### config.mk
export PLATFORM = sky130hd
export DESIGN_NAME = lsu_lane_unit
export DESIGN_NICKNAME = d
export VERILOG_FILES = /design/src/rtl/lsu_lane_pkg.sv /design/src/rtl/lsu_decode.sv /design/src/rtl/lsu_store_steer.sv /design/src/rtl/lsu_load_extract.sv /design/src/rtl/lsu_lane_unit.sv
export SDC_FILE = /design/constraint.sdc
export NUM_CORES = 1
export LEC_CHECK = 0
export CORE_ASPECT_RATIO = 1.25
export CORE_UTILIZATION = 36
export CTS_BUF_LIST = sky130_fd_sc_hd__clkbuf_8
export CTS_CLUSTER_DIAMETER = 100
export DETAILED_ROUTE_END_ITERATION = 12
export GPL_TIMING_DRIVEN = 0
export PLACE_DENSITY = 0.83
export SLEW_MARGIN = 20
export SYNTH_ARGS = -nofsm -noshare
export SYNTH_HDL_FRONTEND = slang
export SYNTH_SLANG_ARGS = --single-unit
### constraint.sdc
create_clock -name clk -period 3.77 [get_ports clk]
set_clock_uncertainty 0.15 [all_clocks]
set_input_delay 0.754 -clock clk [delete_from_list [all_inputs] [get_ports clk]]
set_output_delay 0.754 -clock clk [all_outputs]
set_load 0.02 [all_outputs]
### src/rtl/lsu_lane_pkg.sv
package lsu_lane_pkg;
  localparam int unsigned XLEN    = 32;
  localparam int unsigned IMM_W   = 16;
  localparam int unsigned OP_W    = 6;
  localparam int unsigned LANES   = XLEN / 8;
  localparam int unsigned OFF_W   = $clog2(LANES);

  localparam logic [OP_W-1:0] OP_LDB  = 6'h20;
  localparam logic [OP_W-1:0] OP_LDH  = 6'h21;
  localparam logic [OP_W-1:0] OP_LDW  = 6'h23;
  localparam logic [OP_W-1:0] OP_LDBU = 6'h24;
  localparam logic [OP_W-1:0] OP_LDHU = 6'h25;
  localparam logic [OP_W-1:0] OP_STB  = 6'h28;
  localparam logic [OP_W-1:0] OP_STH  = 6'h29;
  localparam logic [OP_W-1:0] OP_STW  = 6'h2b;

  typedef enum logic [1:0] {
    SZ_BYTE = 2'd0,
    SZ_HALF = 2'd1,
    SZ_WORD = 2'd2
  } acc_size_e;

  typedef struct packed {
    logic      known;
    logic      is_store;
    acc_size_e size;
    logic      sext;
  } acc_dec_t;

  function automatic logic [XLEN-1:0] f_eff_addr(input logic [XLEN-1:0] base,
                                                 input logic [IMM_W-1:0] imm);
    return base + {{(XLEN-IMM_W){imm[IMM_W-1]}}, imm};
  endfunction

  function automatic logic f_misaligned(input acc_size_e size,
                                        input logic [OFF_W-1:0] off);
    case (size)
      SZ_HALF: return off[0];
      SZ_WORD: return |off;
      default: return 1'b0;
    endcase
  endfunction

  // physical lane of the byte at offset off within a word
  function automatic logic [OFF_W-1:0] f_byte_lane(input logic [OFF_W-1:0] off,
                                                   input logic big);
    return big ? (OFF_W'(LANES - 1) - off) : off;
  endfunction

  // which 16-bit half of the word holds the halfword starting at off
  function automatic logic f_half_sel(input logic [OFF_W-1:0] off,
                                      input logic big);
    return big ? ~off[OFF_W-1] : off[OFF_W-1];
  endfunction
endpackage

### src/rtl/lsu_decode.sv
module lsu_decode
  import lsu_lane_pkg::*;
(
  input  logic [OP_W-1:0] opcode,
  output acc_dec_t        dec
);
  always_comb begin
    dec = '{known: 1'b1, is_store: 1'b0, size: SZ_WORD, sext: 1'b0};
    case (opcode)
      OP_LDB:  begin dec.size = SZ_BYTE; dec.sext = 1'b1; end
      OP_LDBU: begin dec.size = SZ_BYTE; end
      OP_LDH:  begin dec.size = SZ_HALF; dec.sext = 1'b1; end
      OP_LDHU: begin dec.size = SZ_HALF; end
      OP_LDW:  begin dec.size = SZ_WORD; end
      OP_STB:  begin dec.size = SZ_BYTE; dec.is_store = 1'b1; end
      OP_STH:  begin dec.size = SZ_HALF; dec.is_store = 1'b1; end
      OP_STW:  begin dec.size = SZ_WORD; dec.is_store = 1'b1; end
      default: dec.known = 1'b0;
    endcase
  end
endmodule

### src/rtl/lsu_store_steer.sv
module lsu_store_steer
  import lsu_lane_pkg::*;
#(
  parameter bit BIG_ENDIAN = 1'b0
) (
  input  logic             enable,
  input  acc_size_e        size,
  input  logic [OFF_W-1:0] off,
  input  logic [XLEN-1:0]  data,
  output logic [LANES-1:0] be,
  output logic [XLEN-1:0]  wdata
);
  logic [LANES-1:0] mask;

  always_comb begin
    case (size)
      SZ_BYTE: begin
        wdata = {LANES{data[7:0]}};
        mask  = LANES'(1) << f_byte_lane(off, BIG_ENDIAN);
      end
      SZ_HALF: begin
        wdata = {(LANES/2){data[15:0]}};
        mask  = f_half_sel(off, BIG_ENDIAN) ? {2'b11, {(LANES-2){1'b0}}}
                                            : {{(LANES-2){1'b0}}, 2'b11};
      end
      default: begin
        wdata = data;
        mask  = '1;
      end
    endcase
    be = enable ? mask : '0;
  end
endmodule

### src/rtl/lsu_load_extract.sv
module lsu_load_extract
  import lsu_lane_pkg::*;
#(
  parameter bit BIG_ENDIAN = 1'b0
) (
  input  logic [XLEN-1:0]  rdata,
  input  acc_size_e        size,
  input  logic             sext,
  input  logic [OFF_W-1:0] off,
  output logic [XLEN-1:0]  result
);
  logic [7:0]  byte_v;
  logic [15:0] half_v;

  always_comb begin
    byte_v = rdata[8*f_byte_lane(off, BIG_ENDIAN) +: 8];
    half_v = rdata[16*f_half_sel(off, BIG_ENDIAN) +: 16];
    case (size)
      SZ_BYTE: result = {{(XLEN-8){sext & byte_v[7]}}, byte_v};
      SZ_HALF: result = {{(XLEN-16){sext & half_v[15]}}, half_v};
      default: result = rdata;
    endcase
  end
endmodule

### src/rtl/lsu_lane_unit.sv
module lsu_lane_unit
  import lsu_lane_pkg::*;
#(
  parameter bit BIG_ENDIAN = 1'b0
) (
  input  logic             clk,
  input  logic             rst_n,
  input  logic             req_valid,
  input  logic [5:0]       req_opcode,
  input  logic [31:0]      req_base,
  input  logic [15:0]      req_imm,
  input  logic [31:0]      req_wdata,
  output logic             mem_req,
  output logic             mem_we,
  output logic [31:0]      mem_addr,
  output logic [3:0]       mem_be,
  output logic [31:0]      mem_wdata,
  input  logic [31:0]      mem_rdata,
  output logic             ld_valid,
  output logic [31:0]      ld_data,
  output logic             misalign
);
  acc_dec_t         dec;
  logic [XLEN-1:0]  ea;
  logic [OFF_W-1:0] ea_off;
  logic             op_known;
  logic             bad_align;
  logic             issue;
  logic             issue_load;
  logic             issue_store;

  // load response context captured at issue
  logic             rsp_valid_q;
  acc_size_e        rsp_size_q;
  logic             rsp_sext_q;
  logic [OFF_W-1:0] rsp_off_q;

  lsu_decode u_dec (
    .opcode (req_opcode),
    .dec    (dec)
  );

  assign ea          = f_eff_addr(req_base, req_imm);
  assign ea_off      = ea[OFF_W-1:0];
  assign op_known    = req_valid & dec.known;
  assign bad_align   = f_misaligned(dec.size, ea_off);
  assign issue       = op_known & ~bad_align;
  assign issue_store = issue & dec.is_store;
  assign issue_load  = issue & ~dec.is_store;

  lsu_store_steer #(.BIG_ENDIAN(BIG_ENDIAN)) u_st (
    .enable (issue_store),
    .size   (dec.size),
    .off    (ea_off),
    .data   (req_wdata),
    .be     (mem_be),
    .wdata  (mem_wdata)
  );

  always_ff @(posedge clk) begin
    if (!rst_n) begin
      rsp_valid_q <= 1'b0;
      rsp_size_q  <= SZ_WORD;
      rsp_sext_q  <= 1'b0;
      rsp_off_q   <= '0;
    end else begin
      rsp_valid_q <= issue_load;
      if (issue_load) begin
        rsp_size_q <= dec.size;
        rsp_sext_q <= dec.sext;
        rsp_off_q  <= ea_off;
      end
    end
  end

  lsu_load_extract #(.BIG_ENDIAN(BIG_ENDIAN)) u_ld (
    .rdata  (mem_rdata),
    .size   (rsp_size_q),
    .sext   (rsp_sext_q),
    .off    (rsp_off_q),
    .result (ld_data)
  );

  assign mem_req  = issue;
  assign mem_we   = issue_store;
  assign mem_addr = ea;
  assign ld_valid = rsp_valid_q;
  assign misalign = op_known & bad_align;
endmodule

==> Word-level counts from Yosys, hierarchy flattened <==
Cells that the tools add are included.
{ "classes": {"n_eq_ne": 11, "n_mux": 10, "n_shift": 3, "bitwise_logic": 9, "n_addsub": 1, "n_reduce_logical": 8} }
{ "ops": {"columns": ["operator", "count"], "rows": [
  ["one-hot mux 32 bit (2 select lines)", 2],
  ["== test 6 bit (second input constant)", 8],
  ["adder 32 bit", 1],
  ["indexed part select 32 x 6 -> 16 bit", 1],
  ["indexed part select 32 x 6 -> 8 bit", 1],
  ["OR reduction 3 bit", 3],
  ["two-way mux 4 bit", 2],
  ["one-hot mux 4 bit (2 select lines)", 1],
  ["OR reduction 8 bit", 1],
  ["AND 1 bit", 7],
  ["== test 2 x 1 -> 1 bit (second input constant)", 2],
  ["logical NOT 2 bit", 2],
  ["one-hot mux 2 bit (2 select lines)", 1],
  ["OR reduction 2 bit", 2],
  ["left shift 1 x 2 -> 4 bit (first input constant)", 1],
  ["two-way mux 1 bit", 3],
  ["== test 2 bit (second input constant)", 1],
  ["inverter 1 bit", 2],
  ["one-hot mux 1 bit (2 select lines)", 1]
]} }
{ "word_totals": {"elab_cells": 46, "inputBits": 121, "out_inout_bits": 104, "regBits": 6} }

==> Logic depth before layout (Yosys ltp) <==
{ "depth": {"depth_word": 9, "depth_mapped": 9, "mapped_depth_nobuf": 9} }

==> By module <==
A second synthesis with hierarchy kept.
{ "unflattened": {"hier_cells": 482, "area_unflattened_um2": 3407.0} }
{ "by_module_without_submodules": {"columns": ["module", "cells_each", "seq_area_each_um2", "area_per_inst_um2", "n_inst"], "rows": [
  ["lsu_lane_unit", 291, 120.1, 2087.0, 1],
  ["lsu_load_extract", 117, 0.0, 724.4, 1],
  ["lsu_store_steer", 64, 0.0, 514.2, 1],
  ["lsu_decode", 10, 0.0, 81.3, 1]
]} }

==> Least setup slack after synthesis <==
OpenSTA, ideal clock, no wires.
{ "synth_path": {"path_kind": "input -> output", "startpoint": "in req_base[15]", "endpoint": "out mem_addr[27]", "cell_stages": 8, "t_required_ns": 2.866, "t_arrival_ns": 2.993, "path_slack_ns": -0.127, "n_path_buf": 0, "path_cell_list": "ha_1 > nand4_1 > or4_1 > o21ai_0 > a21oi_1 > o21ai_2 > a21oi_1 > o311ai_0"} }
{ "synth_via": {"elab_chain_cells": 1} }
{ "synth_rtl": {"columns": ["element", "line_no", "source"], "rows": [
  ["start, declared", "lsu_lane_unit.sv:10", "input logic [31:0] req_base,"],
  ["adder 32 bit", "lsu_lane_pkg.sv:32", "return base + {{(XLEN-IMM_W){imm[IMM_W-1]}}, imm};"],
  ["end, declared", "lsu_lane_unit.sv:15", "output logic [31:0] mem_addr,"]
]} }
No other way between the ends.

==> Worst setup path after layout <==
{ "layout_path": {"startpoint": "in req_base[15]", "endpoint": "out mem_addr[30]"} }
Same word-level chain as after synthesis.

==> run_results.csv <==
group,metric,value,unit
run_status,outcome,"finished, violations left",
run_status,violations,"negative setup slack",
floorplanning,die_x,85.4,um
worst_setup_path,critical_path.max_fanout,3,
floorplanning,rows,37,
timing,hold_violations,0,
timing,slew_violations,0,
global_route,grt_pass1_vias,4647,
worst_setup_path,worstSetupPathType,"input port to primary output",
timing,slew_headroom,62.0,%
layout,drive_gt1_share,23.7,%
worst_setup_path,worstSetupEndpointType,"primary output",
logic_synthesis,ys_async_sr_fraction,0,%
worst_setup_path,required,2.87,ns
timing,setup_violations,6,
logic_synthesis,netlist_area,3130,sq um
place,post-dp-hpwl,10500,um
worst_setup_path,cp.arrival,3.06,ns
detailed_routing,ant_nets,0,
place,gp_congestion,0.955,
worst_setup_path,rrSetupSlack,2.20,ns
detailed_routing,dr.pass1.iters,5,
worst_setup_path,crit_path_end,"mem_addr[30]",
detailed_routing,vias_per_cell,5.76,
global_route,gr-total-overflow,0,
global_route,grt_use_total,30.4,%
place,numPortBuffers,224,
worst_setup_path,r2r-end,"rsp_size_q[1]",
logic_synthesis,yosys_warnings,0,
floorplanning,die_h,106,um
floorplanning,fp.dieArea,9080,sq um
floorplanning,ios,225,
layout,design_area,6260,sq um
clocking,path_clk_slew,0.04,ns
place,place_worst_setup_slack,-1.52,ns
global_route,grt_antenna_before_repair,1,
clocking,hold_buffers,0,
detailed_routing,wl_per_cell,18.1,um
timing,fmax,0.252,GHz
logic_synthesis,synth_cell_types,65,
floorplanning,start_util,37.6,%
timing,grt_setup_unrepaired,"true",
floorplanning,core_area,8330,sq um
pwr,p_per_area,199,nW/um^2
job,cap_violations,0,
clocking,clockRootBuffer,"clkbuf_8",
logic_synthesis,yosysSeqAreaShare,3.84,%
pwr,p_leak,2.92,nW
global_route,grt_max_degree,11,
detailed_routing,wirelength,14900,um
clocking,cts.sink_count,6,
timing,holdWs,0.405,ns
timing,post-route-min-period,3.97,ns
logic_synthesis,synth-seq-cells,6,
worst_setup_path,cp-startpoint,"req_base[15]",
logic_synthesis,netlist_instances,470,
logic_synthesis,synth_nets,623,
logic_synthesis,synth_edf_count,0,
min_path,hold_start,"rsp_sext_q",
clocking,clockBufferDepth,2,
clocking,insertion_delay,0.22,ns
logic_synthesis,syn_area_per_cell,6.66,sq um
timing,setup_tns,-0.448,ns
clocking,cts_tree,"done",
timing,fin_crit_sh,105,%
min_path,min_path_type,"register to register",
pwr,vdd.ir_drop.worst,187,uV
timing,worst_slew_pin_slew,0.570,ns
detailed_routing,drc,0,
layout,fin_nets,880,
clocking,cts_made_buffers,3,
logic_synthesis,synth_flop_cell,"dfxtp_1",
layout,area_growth,99.8,%
worst_setup_path,crit_path_start_kind,"input port",
detailed_routing,vias,4738,
clocking,h-tree-depth,1,
layout,nFillCells,623,
place,place_area,5500,sq um
timing,layout_setup_ws,-0.196,ns
worst_setup_path,reg2reg_from,"rsp_size_q[1]",
worst_setup_path,rr_worst_depth,4,
detailed_routing,drtIter0Drc,229,
global_route,grt_first_pass_wirelength,22500,um
==> per-layer routing <==
metal | global-route usage (%) | wire (um) | share of wire (%) | vias to the layer above
li1 | - | - | - | 2239
met1 | 31.6 | 5350 | 36 | 2151
met2 | 59.0 | 7790 | 52 | 287
met3 | 4.89 | 1160 | 7.8 | 61
met4 | 12.9 | 607 | 4.1 | 0
met5 | 0 | 0 | 0 | -
==> sequential cells by signal (all words and copies together), names as in the netlist <==
register / count
rsp_off_q: 2
rsp_size_q: 2
ld_valid: 1
rsp_sext_q: 1
==> power by group <==
| group | internal (mW) | switching, mW | leakage (nW) |
|---|---|---|---|
| Combinational | 0.530 | 0.552 | 2.85 |
| Clock | 0.0687 | 0.0284 | 0.0216 |
| Sequential | 0.0645 | 0.000370 | 0.0484 |
| Total | 0.663 | 0.581 | 2.92 |
==> cells in the mapped netlist, types with 8 or more instances <==
master    instances  area [sq um]
clkbuf_1         13          48.8
a21o_1           27           203
a21oi_1          35           175
ha_1             31           388
mux2_2            9           101
nor3_1            9          45.0
a221o_1           8          80.1
xnor2_1          12           105
nand2_1          83           312
buf_4             8          60.1
nor2b_1           9          56.3
mux2i_1          17           170
xor2_1           13           114
inv_1            20          75.1
nor2_1           29           109
o21ai_0          30           150
==> cells by family (layout without fill, tap and decap cells) <==
logic type	count (synthesis)	after routing	synth area share, %
AO/OA/AOI/OAI	159	159	34.7
XOR/XNOR	25	25	6.99
adder cells (fa/ha/maj)	32	32	13.0
buffers and inverters	51	306	7.55
flip-flops	6	6	3.84
multiplexers	26	26	8.67
other	0	1	0
AND/OR/NAND/NOR	171	171	25.2
==> worst min-delay path by stage <==
stage / slack (ns) / cells past startpoint / endpoint
after global routing: 0.44 / 2 / rsp_sext_q
after detailed placement: 0.40 / 2 / rsp_sext_q
after global placement: 0.36 / 2 / rsp_sext_q
after floorplan: 0.34 / 2 / rsp_sext_q
after CTS: 0.41 / 2 / rsp_sext_q
final: 0.41 / 2 / rsp_sext_q
==> through the flow <==
| stage | util, % | std cells | power (mW) |
|---|---|---|---|
| after floorplan | - | 470 | 0.563 |
| after global placement | 65.9 | 791 | 0.993 |
| after detailed placement | 65.9 | 791 | 1.00 |
| after CTS | 73.3 | 811 | 1.18 |
| after global routing | 75.1 | 823 | 1.31 |
| final | 75.1 | 823 | 1.24 |
==> critical path, stage by stage <==
cell             delay [ns]
clkdlybuf4s15_1        0.21
ha_4                   0.27
a21oi_2                0.17
o21ai_2                0.08
a221o_1                0.36
a21o_1                 0.18
a311o_1                0.35
a2111o_1               0.39
o311ai_2               0.09
buf_4                  0.19
==> layout make-up <==
cell class	instances	area, sq um	share of cell area [%]
Multi-Input combinational cell	413	3360	53.7
Timing Repair Buffer	257	2380	38.0
Buffer	25	149	2.38
Tap cell	97	121	1.94
Sequential cell	6	120	1.92
Inverter	21	80.1	1.28
Clock buffer	3	41.3	0.660
Antenna cell	1	2.50	0.0400
==> cells in the final DEF (no fill, tap or decap), types with 5 or more instances in the layout <==
cell type and n:
nand2_1 79, xnor2_1 12, mux2_2 9, dlymetal6s2s_1 17
a21o_1 27, clkbuf_1 9, mux2i_1 17, o21ai_0 25
dlygate4sd2_1 43, a221o_1 8, o21bai_1 5, dfxtp_1 6
nand2b_1 7, a21oi_4 5, a21oi_2 10, xor2_1 13
nor2b_1 8, a21oi_1 20, o211ai_1 5, buf_4 45
buf_6 5, buf_2 12, a22oi_1 5, ha_4 24
nor3_1 9, inv_1 19, ha_1 6, nor2_1 29
nand3_1 5, clkdlybuf4s50_1 127, clkbuf_2 17
==> repair_timing <==
action                     CTS  global route
pin swaps                   47            33
setup buffers               22            11
setup endpoints to repair   64            39
resized for setup          231            83
hold endpoints to repair     0             0
Note: power is estimated with default switching activity, not from simulation.
